`src/rtl/bus_strobe_decoder.sv`:
```
module bus_strobe_decoder #(
  parameter int ADDR_W       = 16,
  parameter bit MEM_MAPPED   = 1'b0,
  parameter int PERIPH_W     = 8,
  parameter int SETUP_CYC    = 2,
  parameter int READ_DLY_CYC = 3
) (
  input  logic                clk,
  input  logic                rst_n,
  input  logic [ADDR_W-1:0]   addr,
  input  logic                rd_nwr,
  input  logic                en,
  input  logic                io_sel,
  input  logic                data_ok,
  output logic                mem_rd_n,
  output logic                mem_wr_n,
  output logic                io_rd_n,
  output logic                io_wr_n,
  output logic [PERIPH_W-1:0] periph_addr,
  output logic                setup_viol,
  output logic                rdly_viol
);

  localparam int HW = $clog2(SETUP_CYC + 1) + 1;
  localparam int RW = $clog2(READ_DLY_CYC + 1) + 1;
  localparam logic [HW-1:0] SETUP_LIM = HW'(SETUP_CYC);
  localparam logic [RW-1:0] RD_LAST   = RW'(READ_DLY_CYC - 1);

  logic io_space;
  logic unused_sel;

  generate
    if (MEM_MAPPED) begin : g_mm
      assign io_space   = addr[ADDR_W-1];
      assign unused_sel = io_sel;
    end else begin : g_iso
      assign io_space   = io_sel;
      assign unused_sel = 1'b0;
    end
  endgenerate

  assign mem_rd_n    = ~(en & ~rd_nwr & ~io_space);
  assign mem_wr_n    = ~(en &  rd_nwr & ~io_space);
  assign io_rd_n     = ~(en & ~rd_nwr &  io_space);
  assign io_wr_n     = ~(en &  rd_nwr &  io_space);
  assign periph_addr = addr[PERIPH_W-1:0];

  logic [ADDR_W-1:0] addr_q;
  logic [HW-1:0]     hold_q, hold_d;
  logic              en_q;

  assign hold_d = (addr != addr_q) ? '0 :
                  (hold_q >= SETUP_LIM) ? hold_q : hold_q + 1'b1;

  always_ff @(posedge clk or negedge rst_n) begin
    if (!rst_n) begin
      addr_q     <= '0;
      hold_q     <= '0;
      en_q       <= 1'b0;
      setup_viol <= 1'b0;
    end else begin
      addr_q <= addr;
      hold_q <= hold_d;
      en_q   <= en;
      if (en && !en_q && hold_d < SETUP_LIM) setup_viol <= 1'b1;
    end
  end

  logic [RW-1:0] wait_q;
  logic          done_q;

  always_ff @(posedge clk or negedge rst_n) begin
    if (!rst_n) begin
      wait_q    <= '0;
      done_q    <= 1'b0;
      rdly_viol <= 1'b0;
    end else if (!en || rd_nwr) begin
      wait_q <= '0;
      done_q <= 1'b0;
    end else if (!done_q) begin
      if (data_ok) begin
        done_q <= 1'b1;
      end else if (wait_q == RD_LAST) begin
        rdly_viol <= 1'b1;
        done_q    <= 1'b1;
      end else begin
        wait_q <= wait_q + 1'b1;
      end
    end
  end

endmodule

```
`config.mk`:
```
export PLATFORM = sky130hd
export DESIGN_NAME = bus_strobe_decoder
export DESIGN_NICKNAME = d
export VERILOG_FILES = /design/src/rtl/bus_strobe_decoder.sv
export SDC_FILE = /design/constraint.sdc
export NUM_CORES = 1
export LEC_CHECK = 0
export BUFFER_PORTS_ARGS = -buffer_cell sky130_fd_sc_hd__buf_2
export CORE_MARGIN = 10
export CORE_UTILIZATION = 32
export CTS_BUF_LIST = sky130_fd_sc_hd__clkbuf_2 sky130_fd_sc_hd__clkbuf_4 sky130_fd_sc_hd__clkbuf_8
export DETAILED_ROUTE_END_ITERATION = 8
export GPL_TIMING_DRIVEN = 0
export PLACE_DENSITY_LB_ADDON = 0.25
export SLEW_MARGIN = 30
export SYNTH_ARGS = -nofsm -noshare
export SYNTH_HDL_FRONTEND = slang
export SYNTH_SLANG_ARGS = --single-unit
```
`constraint.sdc`:
```
create_clock -name clk -period 1.3 [get_ports clk]
set_input_delay 0.39 -clock clk [delete_from_list [all_inputs] [get_ports clk]]
set_output_delay 0.39 -clock clk [all_outputs]
set_load 0.02 [all_outputs]
```
Yosys cells after proc, flatten, opt, wreduce, memory -nomap -nowiden
Index checks and enable logic that the tools add are counted.
{"block": "op_classes", "bitwise_logic": 15, "addsub": 2, "reduce_logical": 7, "order_cmp": 2, "eq_ne": 5, "mux": 10}
{"cell": "$mux W3", "n": 6}
{"cell": "$ne A16 B16 Y1", "n": 1}
{"cell": "$not A1 Y1", "n": 9}
{"cell": "$add A3 B1 Y3 const B", "n": 2}
{"cell": "$and A1 B1 Y1", "n": 6}
{"cell": "$mux W1", "n": 4}
{"cell": "$ne A2 B1 Y1 const B", "n": 2}
{"cell": "$reduce_and A4 Y1", "n": 1}
{"cell": "$eq A3 B2 Y1 const B", "n": 1}
{"cell": "$ge A3 B2 Y1 const B", "n": 1}
{"cell": "$lt A3 B2 Y1 const B", "n": 1}
{"cell": "$reduce_and A3 Y1", "n": 1}
{"cell": "$logic_and A1 B1 Y1", "n": 2}
{"cell": "$logic_not A1 Y1", "n": 2}
{"cell": "$ne A2 B2 Y1 const B", "n": 1}
{"cell": "$logic_or A1 B1 Y1", "n": 1}
{"block": "word_totals", "reg_bits": 26, "inputBits": 22, "output_inout_bits": 14}

Logic depth before layout (Yosys ltp)
Gate-level depths: netlist of the first run.
{"block": "depth", "word_depth": 5, "ltp_mapped": 6}

Least setup slack after synthesis of the first run
No wires, ideal clock.
{"block": "synth_path", "path_kind": "input to register", "startpoint": "in addr[15]", "endpoint": "reg setup_viol", "stages": 4, "slack_ns": -0.136, "path_buffers": 0, "t_required_ns": 1.173, "setup_ns": 0.127, "arrival_ns": 1.310, "path_cell_list": "xor2_1 -> nor4_1 -> nand4_1 -> a311o_1"}
{"block": "synth_via", "elab_chain_cells": 4}
{"item": "start, declared", "line": "10", "rtl": "input logic [ADDR_W-1:0] addr,"}
{"item": "$ne A16 B16 Y1", "line": "52", "rtl": "assign hold_d = (addr != addr_q) ? '0 :"}
{"item": "$mux W3", "line": "52"}
{"item": "$lt A3 B2 Y1", "line": "65", "rtl": "if (en && !en_q && hold_d < SETUP_LIM) setup_viol <= 1'b1;"}
{"item": "$logic_and A1 B1 Y1", "line": "65"}
{"item": "end signal, assigned", "line": "60", "rtl": "setup_viol <= 1'b0;"}
{"item": "end signal, assigned", "line": "65"}
{"item": "end, declared", "line": "20", "rtl": "output logic setup_viol,"}
Every way passes these cells.
A chain may end at the register's enable or synchronous reset.

Worst setup path in the final report of the first run
{"block": "layout_path", "startpoint": "reg addr_q[8]", "endpoint": "reg setup_viol"}
{"block": "layout_via", "elab_chain_cells": 4}
{"item": "start, declared", "line": "48", "rtl": "logic [ADDR_W-1:0] addr_q;"}
{"item": "start signal, assigned", "line": "62", "rtl": "addr_q <= addr;"}
{"item": "$ne A16 B16 Y1", "line": "52"}
{"item": "$mux W3", "line": "52"}
{"item": "$lt A3 B2 Y1", "line": "65"}
{"item": "$logic_and A1 B1 Y1", "line": "65"}
Every way passes these cells.

==> impl_metrics.ini, run 1 <==
[clocking]
cts_sinks = 26
clk_latency_ns = 0.32
clk_path_buf_depth = 2
cts_buffers = 3
clk_pin_slew_ns = 0.15
htreeDepth = 1
cts_tree = built
cts-hold-fix-buffers = 0
clock_tree.root_cell = clkbuf_4

[global_route]
grt_overflow_total = 0
grt_usage_pct = 7.730
grt_max_degree = 27
first_global_vias = 851
grt_pass1_wl_mm = 3.843
antenna_found_initial = 0

[critical_path]
crit_path_end = setup_viol$_DFFE_PN0P_
rr_endpoint = setup_viol$_DFFE_PN0P_
crit_type = reg -> reg
cp.depth = 4
worstPathMaxFanout = 2
cp_top_family = simple AND/OR/NAND/NOR gates
cp-start-kind = flip-flop
cp.required_ns = 1.52
critPathBufInv = 0
rrSetupSlack_ns = -0.13
crit_path_top_delay_cell = dfrtp_1
path_cells = xor2_1 > nor4_2 > nand4_1 > a311o_1
worstSetupStartpoint = addr_q[8]$_DFF_PN0_
worst_r2r_path_depth = 4
max_stage_delay_ns = 0.40
arrival_ns = 1.65
r2r_start = addr_q[8]$_DFF_PN0_
cp-end-kind = flip-flop

[synthesis]
synth.lib_cells_used.distinct = 18
synth_nets = 115
yosys.area_share.simple_pct = 12.20
synthTopCellsByArea = dfrtp_1 (59%), xor2_1 (14%), buf_4 (5.5%)
synth-seq-cells = 26
synth_largest_area_cell = dfrtp_1
synth.top_cell.area_share_pct = 59.29
syn_area_um2 = 1097
yosys_warnings = 0
syn_avg_cell_area_um2 = 12.19
yosysSeqAreaShare_pct = 59.29
synth-compound-area-share_pct = 3.421
synth_top_family_by_area = XOR/XNOR gates
netlist_instances = 90
synth_fa_ha_area_share_pct = 3.421
muxShareOfSynthArea_pct = 0
synth_xor_area_share_pct = 15.17

[sta]
finalHoldWorstSlack_ns = 0.03300
fin_ws_ns = -0.1300
finalHoldViolCount = 0
rsz0062_at_grt = true
fmax_ghz = 0.6993
setup_viol = 5
tightest_slew_ns = 0.5684
slew_headroom_pct = 62.10
period_share_pct = 110.0
slew_viol_final = 0
fin_crit_ns = 1.430
finClkSkew_ns = 0.006985

[routing]
via_per_inst = 4.288
vias = 789
first_pass_iters = 4
ant_nets = 0
drc = 0
wl_per_cell_um = 12.93
routed_wl_mm = 2.379
drt_iter0_drc = 31

[final_layout]
nFillCells = 312
final_area_um2 = 1523
multi_input_area_um2 = 429.2
diodes = 0
syn_to_final_growth_pct = 38.77
nNetsFinal = 164
final_util_pct = 45.63
final_layout_size_suffix_gt1_share_pct = 50.00
seqCellArea_um2 = 650.6

[outcome]
outcome = finished, violations left
violations = setup timing

[floorplanning]
io_pins = 36
dieArea_um2 = 6172
initial_utilization_pct = 32.88
rows = 21
fp.dieW_um = 78.56
core_um2 = 3337
die_h_um = 78.56

[flow_run]
drv_cap = 0

[power]
peakVddDrop_uv = 495.7
p_leak_nw = 0.7314
fin_total_pwr_w = 0.001647
powerDensity_nw_per_um2 = 1082

[placed_design]
finalWeightedCongestion = 0.7383
placed_area_um2 = 1333
io_buffers = 35
pre_cts_ws_ns = -0.4213

[min_path]
hp-class = in -> async
## layout by cell type (no fill, tap or decap), drive strengths merged
| master | count |
|---|---|
| a21o | 1 |
| a21oi | 4 |
| a311o | 1 |
| and4 | 1 |
| buf | 51 |
| bufinv | 1 |
| clkbuf | 4 |
| dfrtp | 26 |
| ha | 3 |
| inv | 3 |
| nand2 | 2 |
| nand2b | 3 |
| nand3 | 2 |
| nand3b | 2 |
| nand4 | 1 |
| nor2 | 8 |
| nor4 | 4 |
| or2 | 2 |
| xnor2 | 2 |
| xor2 | 17 |
## worst min path at each step
stage	startpoint	endpoint	cells past startpoint
floorplan	rst_n	addr_q[0]$_DFF_PN0_	0
global placement	rst_n	addr_q[15]$_DFF_PN0_	1
detailed placement	rst_n	addr_q[2]$_DFF_PN0_	1
CTS	rst_n	addr_q[2]$_DFF_PN0_	1
global route	rst_n	addr_q[1]$_DFF_PN0_	1
finish	rst_n	addr_q[15]$_DFF_PN0_	1
## synth_stat cells
cell and n:
and4_1 1, dfrtp_1 26, xor2_1 17, nand2_1 2, inv_1 3, or2_2 2, buf_4 8, nand3_1 2
nand3b_1 2, a311o_1 1, a21oi_1 4, nor4_1 4, nor2_1 8, ha_1 3, nand4_1 1, nand2b_1 3
a21o_1 1, xnor2_1 2
## timing repair
action	4_1_cts	5_1_grt
gates resized for setup	7	11
setup buffers	4	5
cloned	0	0
pin swaps	9	3
endpoints found under the setup margin	6	8
## state kept, by name (all words and copies together), names as in the netlist
name / flops
addr_q: 16
done_q: 1
en_q: 1
hold_q: 3
rdly_viol: 1
setup_viol: 1
wait_q: 3
## where the power goes
part | internal [W] | switching (W)
registers | 0.000842 | 0.0000141
logic | 0.000111 | 0.000123
clock network | 0.000312 | 0.000244
total | 0.00127 | 0.000382
## metal layers
layer	global-route usage (%)	part of all wire, %	routed length [µm]	vias up
met5	0	0	0	-
met4	5.376	2.7	64	0
met3	2.050	3.5	83	6
met2	14.56	56	1325	17
met1	7.014	38	906	381
li1	-	-	-	385
## kinds of logic (layout without fill, tap and decap cells)
logic type               after synthesis  after routing
buffers and inverters                 11             59
adder cells (fa/ha/maj)                3              3
XOR/XNOR                              19             19
AND/OR/NAND/NOR                       25             25
AO/OA/AOI/OAI                          6              6
flip-flops                            26             26
## layout make-up
type / count / share of cell area, %
Sequential cell: 26 / 42.73
Multi-Input combinational cell: 53 / 28.18
Timing Repair Buffer: 44 / 17.17
Buffer: 8 / 3.944
Tap cell: 46 / 3.780
Clock inverter: 1 / 1.972
Clock buffer: 3 / 1.479
Inverter: 3 / 0.7395
## per-stage QoR
stage	instances	TNS, ns
after floorplan	90	-0.05328
after global placement	171	-1.051
after detailed placement	171	-1.286
after CTS	179	-0.4857
after global routing	184	-0.9262
final	184	-0.3491
No activity file was read; power rests on OpenSTA's default activity.
==> inputs of run 2 (changes only) <==
--- a/config.mk
+++ b/config.mk
@@ -6,11 +6,13 @@
 export NUM_CORES = 1
 export LEC_CHECK = 0
 export BUFFER_PORTS_ARGS = -buffer_cell sky130_fd_sc_hd__buf_2
+export CORE_ASPECT_RATIO = 1.5
 export CORE_MARGIN = 10
-export CORE_UTILIZATION = 32
+export CORE_UTILIZATION = 45
 export CTS_BUF_LIST = sky130_fd_sc_hd__clkbuf_2 sky130_fd_sc_hd__clkbuf_4 sky130_fd_sc_hd__clkbuf_8
 export DETAILED_ROUTE_END_ITERATION = 8
 export GPL_TIMING_DRIVEN = 0
+export MAX_ROUTING_LAYER = met4
 export PLACE_DENSITY_LB_ADDON = 0.25
 export SLEW_MARGIN = 30
 export SYNTH_ARGS = -nofsm -noshare
==> impl_metrics.ini, run 2 (same netlist as run 1, synthesis figures left out) <==
[outcome]
outcome = finished, violations left
violations = setup timing

[final_layout]
final_util_pct = 63.55
final_cell_mix = buf_2 (32), dfrtp_1 (26), xor2_1 (17), buf_4 (14), nor2_1 (7)
nNetsFinal = 161
top_register = addr_q
largest_reg_flops = 16
diodes = 0
nFillCells = 195
syn_to_final_growth_pct = 32.38
final_area_um2 = 1453
final_common_cell = buf_2
instances_no_fill = 158
final_layout_size_suffix_gt1_share_pct = 47.41
top_regs = addr_q: 16 flops, hold_q: 3 flops, wait_q: 3 flops

[sta]
slew_viol_final = 0
tightest_slew_ns = 0.5534
fin_crit_ns = 1.461
rsz0062_at_grt = true
slew_headroom_pct = 63.10
period_share_pct = 112.4
fin_ws_ns = -0.1609
finClkSkew_ns = 0.001616
setup_viol = 5
fmax_ghz = 0.6845
finalHoldViolCount = 0
finalHoldWorstSlack_ns = 0.04968

[global_route]
grt_pass1_wl_mm = 3.560
grt_overflow_total = 0
grt_usage_pct = 9.490
antenna_found_initial = 0
first_global_vias = 852
grt_max_degree = 27

[clocking]
cts_tree = built
htreeDepth = 1
clock_tree.root_cell = clkbuf_4
cts_buffers = 3
clk_pin_slew_ns = 0.13
clk_latency_ns = 0.31
cts-hold-fix-buffers = 0
clk_path_buf_depth = 2
cts_sinks = 26

[power]
switching_share_pct = 23.90
powerDensity_nw_per_um2 = 1014
fin_total_pwr_w = 0.001472
p_leak_nw = 0.7125
pwr-share-seq_pct = 58.3
switchingPower_w = 0.0003520
peakVddDrop_uv = 707.9
pwr-share-comb_pct = 15.4
power_frac_clock_pct = 26.4
p_int_w = 0.001121

[routing]
via_per_inst = 4.962
routed_wl_mm = 2.221
first_pass_iters = 4
drt_iter0_drc = 14
ant_nets = 0
vias = 784
drc = 0
wl_per_cell_um = 14.06

[critical_path]
crit_type = reg -> reg
cp-end-kind = flip-flop
cp.required_ns = 1.51
worstPathMaxFanout = 2
worstSetupStartpoint = addr_q[2]$_DFF_PN0_
cp-start-kind = flip-flop
r2r_start = addr_q[2]$_DFF_PN0_
arrival_ns = 1.67

[min_path]
hp-class = in -> async

[floorplanning]
core_um2 = 2286
rows = 21
initial_utilization_pct = 48.00
die_h_um = 80.48
fp.dieW_um = 60.32
dieArea_um2 = 4855
io_pins = 36

[placed_design]
hpwl_mm = 1.767
io_buffers = 35
dp_cells = 148
finalWeightedCongestion = 0.6688
placed_area_um2 = 1304

[flow_run]
drv_cap = 0
run 2: final cells by class:
cell class                 count  area (µm²)  area share (%)
buffer                         8       60.06           4.134
clock buffer                   4       36.28           2.498
inverter                       3       11.26          0.7752
multi-input combinational     53       426.7           29.37
sequential                    26       650.6           44.79
tap                           23       28.78           1.981
timing repair buffer          41       239.0           16.45
run 2: timing repair:
item / in CTS / in global routing
setup endpoints to repair: 6 / 9
pin swaps: 7 / 3
gates resized for setup: 8 / 9
cloned: 0 / 0
setup buffers: 3 / 3
run 2: final timing paths:
kind                                           to  cells past startpoint  slack (ns)
setup reg to reg           setup_viol$_DFFE_PN0P_                      4       -0.16
setup / recovery           setup_viol$_DFFE_PN0P_                      4       -0.16
hold / removal               addr_q[10]$_DFF_PN0_                      1        0.05
min in group clk             addr_q[10]$_DFF_PN0_                      1        0.20
max in group asynchronous  setup_viol$_DFFE_PN0P_                      1        0.89
hold reg to reg            setup_viol$_DFFE_PN0P_                      1        0.52
run 2: routing by layer:
metal  part of all wire (%)  vias up  GRT usage [%]  wire, µm
li1                       -      379              -         -
met1                     39      382          9.795       856
met2                     53       21          16.22      1186
met5                      0        -              -         0
met4                   0.86        0          4.054        19
met3                    7.2        2          2.520       159
run 2: critical path: stages, from the launching register on:
cell	delay, ns
dfrtp_1	0.39
xor2_1	0.17
nor4_2	0.33
nand4_1	0.18
a311o_1	0.29
run 2: power groups by stage:
stage          clock (W)  sequential (W)  combinational [W]
5_1_grt         0.000448        0.000862           0.000250
6_report        0.000388        0.000858           0.000226
3_5_place_dp           0        0.000874           0.000202
2_1_floorplan          0        0.000876           0.000101
4_1_cts         0.000404        0.000858           0.000216
3_3_place_gp           0        0.000872           0.000194
run 2: stage by stage:
step	TNS, ns	worst slack (ns)
floorplan	-0.05328	-0.05328
global placement	-1.059	-0.3626
detailed placement	-1.251	-0.4038
CTS	-0.5313	-0.1714
global route	-1.138	-0.3107
finish	-0.4738	-0.1609
==> inputs of run 3 (changes only) <==
--- a/config.mk
+++ b/config.mk
@@ -8,8 +8,7 @@
 export BUFFER_PORTS_ARGS = -buffer_cell sky130_fd_sc_hd__buf_2
 export CORE_ASPECT_RATIO = 1.5
 export CORE_MARGIN = 10
-export CORE_UTILIZATION = 45
-export CTS_BUF_LIST = sky130_fd_sc_hd__clkbuf_2 sky130_fd_sc_hd__clkbuf_4 sky130_fd_sc_hd__clkbuf_8
+export CORE_UTILIZATION = 44
 export DETAILED_ROUTE_END_ITERATION = 8
 export GPL_TIMING_DRIVEN = 0
 export MAX_ROUTING_LAYER = met4
==> impl_metrics.ini, run 3 (same netlist as run 1, synthesis figures left out) <==
[power]
p_leak_nw = 0.7001
peakVddDrop_uv = 692.5
pwr-share-seq_pct = 61.0
p_int_w = 0.001059
powerDensity_nw_per_um2 = 969.3
switchingPower_w = 0.0003467
pwr-share-comb_pct = 16.2
switching_share_pct = 24.67
power_frac_clock_pct = 22.7

[routing]
drc = 0
top_layer = met4
via_per_inst = 5.096
routed_wl_mm = 2.198
vias = 800
wl_per_cell_um = 14.00
wl_met1_um = 881
drt_iter0_drc = 14
met3_length_um = 181
ant_nets = 0
first_pass_iters = 2
wl_met2_mm = 1.104

[critical_path]
cp-end-kind = flip-flop
max_stage_delay_ns = 0.40
cp-start-kind = flip-flop
rr_endpoint = setup_viol$_DFFE_PN0P_
arrival_ns = 1.67
path_cells = xor2_1 > nor4_2 > nand4_1 > a311o_1
crit_type = reg -> reg
cp.required_ns = 1.51
worstPathMaxFanout = 2
crit_path_top_delay_cell = dfrtp_1
worst_r2r_path_depth = 4
rrSetupSlack_ns = -0.16
r2r_start = addr_q[2]$_DFF_PN0_

[sta]
fmax_ghz = 0.6826
slew_headroom_pct = 63.17
rsz0062_at_grt = true
fin_crit_ns = 1.465
finalHoldViolCount = 0
period_share_pct = 112.7
finClkSkew_ns = 0.006060
slew_viol_final = 0
fin_ws_ns = -0.1650
setup_viol = 5
tightest_slew_ns = 0.5524

[final_layout]
syn_to_final_growth_pct = 32.16
final_layout_size_suffix_gt1_share_pct = 49.62
nNetsFinal = 160
final_common_cell = buf_2
top_register = addr_q
instances_no_fill = 157
diodes = 0
top_regs = addr_q: 16 flops, hold_q: 3 flops, wait_q: 3 flops
final_cell_mix = buf_2 (31), dfrtp_1 (26), xor2_1 (17), buf_4 (12), nor2_1 (5)
final_area_um2 = 1450
largest_reg_flops = 16

[floorplanning]
core_um2 = 2422
dieArea_um2 = 4933
initial_utilization_pct = 45.30
io_pins = 36
rows = 22
die_h_um = 81.16
fp.dieW_um = 60.78

[flow_run]
drv_cap = 0

[clocking]
cts_buffers = 3
cts-hold-fix-buffers = 0
cts_sinks = 26
cts_tree = built
clk_pin_slew_ns = 0.13
clock_tree.root_cell = clkbuf_4
clk_path_buf_depth = 2
htreeDepth = 1
clk_latency_ns = 0.31

[min_path]
hp-class = in -> async

[placed_design]
hpwl_mm = 1.698
placed_area_um2 = 1305
finalWeightedCongestion = 0.6920
pre_cts_ws_ns = -0.4801
dp_cells = 149
io_buffers = 35

[global_route]
grt_max_degree = 27
first_global_vias = 861
grt_pass1_wl_mm = 3.601
grt_usage_pct = 9.612
antenna_found_initial = 0
grt_overflow_total = 0

[outcome]
outcome = finished, violations left
violations = setup timing
## run 3: worst max-delay path by stage
stage / start / to / cells past startpoint
3_3_place_gp: addr[15] / setup_viol$_DFFE_PN0P_ / 5
2_1_floorplan: addr[10] / setup_viol$_DFFE_PN0P_ / 4
3_5_place_dp: addr[15] / setup_viol$_DFFE_PN0P_ / 5
5_1_grt: addr_q[2]$_DFF_PN0_ / setup_viol$_DFFE_PN0P_ / 4
6_report: addr_q[2]$_DFF_PN0_ / setup_viol$_DFFE_PN0P_ / 4
4_1_cts: addr_q[2]$_DFF_PN0_ / setup_viol$_DFFE_PN0P_ / 4
## run 3: through the flow
step | total power (W) | TNS, ns | utilization [%] | hold slack [ns]
after floorplan | 0.0009764 | -0.05328 | - | 0.09441
after global placement | 0.001066 | -1.215 | 53.87 | 0.4044
after detailed placement | 0.001074 | -1.589 | 53.87 | 0.4144
after CTS | 0.001412 | -0.7030 | 57.49 | 0.06710
after global routing | 0.001478 | -0.7180 | 59.87 | 0.08052
final | 0.001406 | -0.5466 | 59.87 | 0.05206
## run 3: what timing repair did
action	CTS	global route
gates resized for setup	9	14
endpoints found under the setup margin	6	9
buffers inserted	4	1
pin swaps	4	3
## run 3: layout make-up
type	instances	area, µm²
Sequential cell	26	650.6
Clock buffer	3	22.52
Fill cell	208	972.2
Inverter	3	11.26
Buffer	8	60.06
Multi-Input combinational cell	53	437.9
Timing Repair Buffer	40	237.7
Tap cell	24	30.03
## run 3: layer usage
metal / global-route usage (%) / up-vias
met4: 4.626 / 0
met3: 2.808 / 4
met2: 16.05 / 29
met5: - / -
met1: 9.916 / 394
li1: - / 373
## run 3: worst max-delay path: cells and delay by family (launching register included)
kind             cells  cell delay [ns]
flip-flops           1             0.40
AO/OA/AOI/OAI        1             0.29
XOR/XNOR             1             0.14
AND/OR/NAND/NOR      2             0.54
## run 3: power groups by stage
stage | sequential [W] | clock, W | combinational (W)
floorplan | 0.000876 | 0 | 0.000101
global placement | 0.000872 | 0 | 0.000195
detailed placement | 0.000873 | 0 | 0.000200
CTS | 0.000857 | 0.000338 | 0.000217
global route | 0.000862 | 0.000363 | 0.000253
finish | 0.000858 | 0.000319 | 0.000228
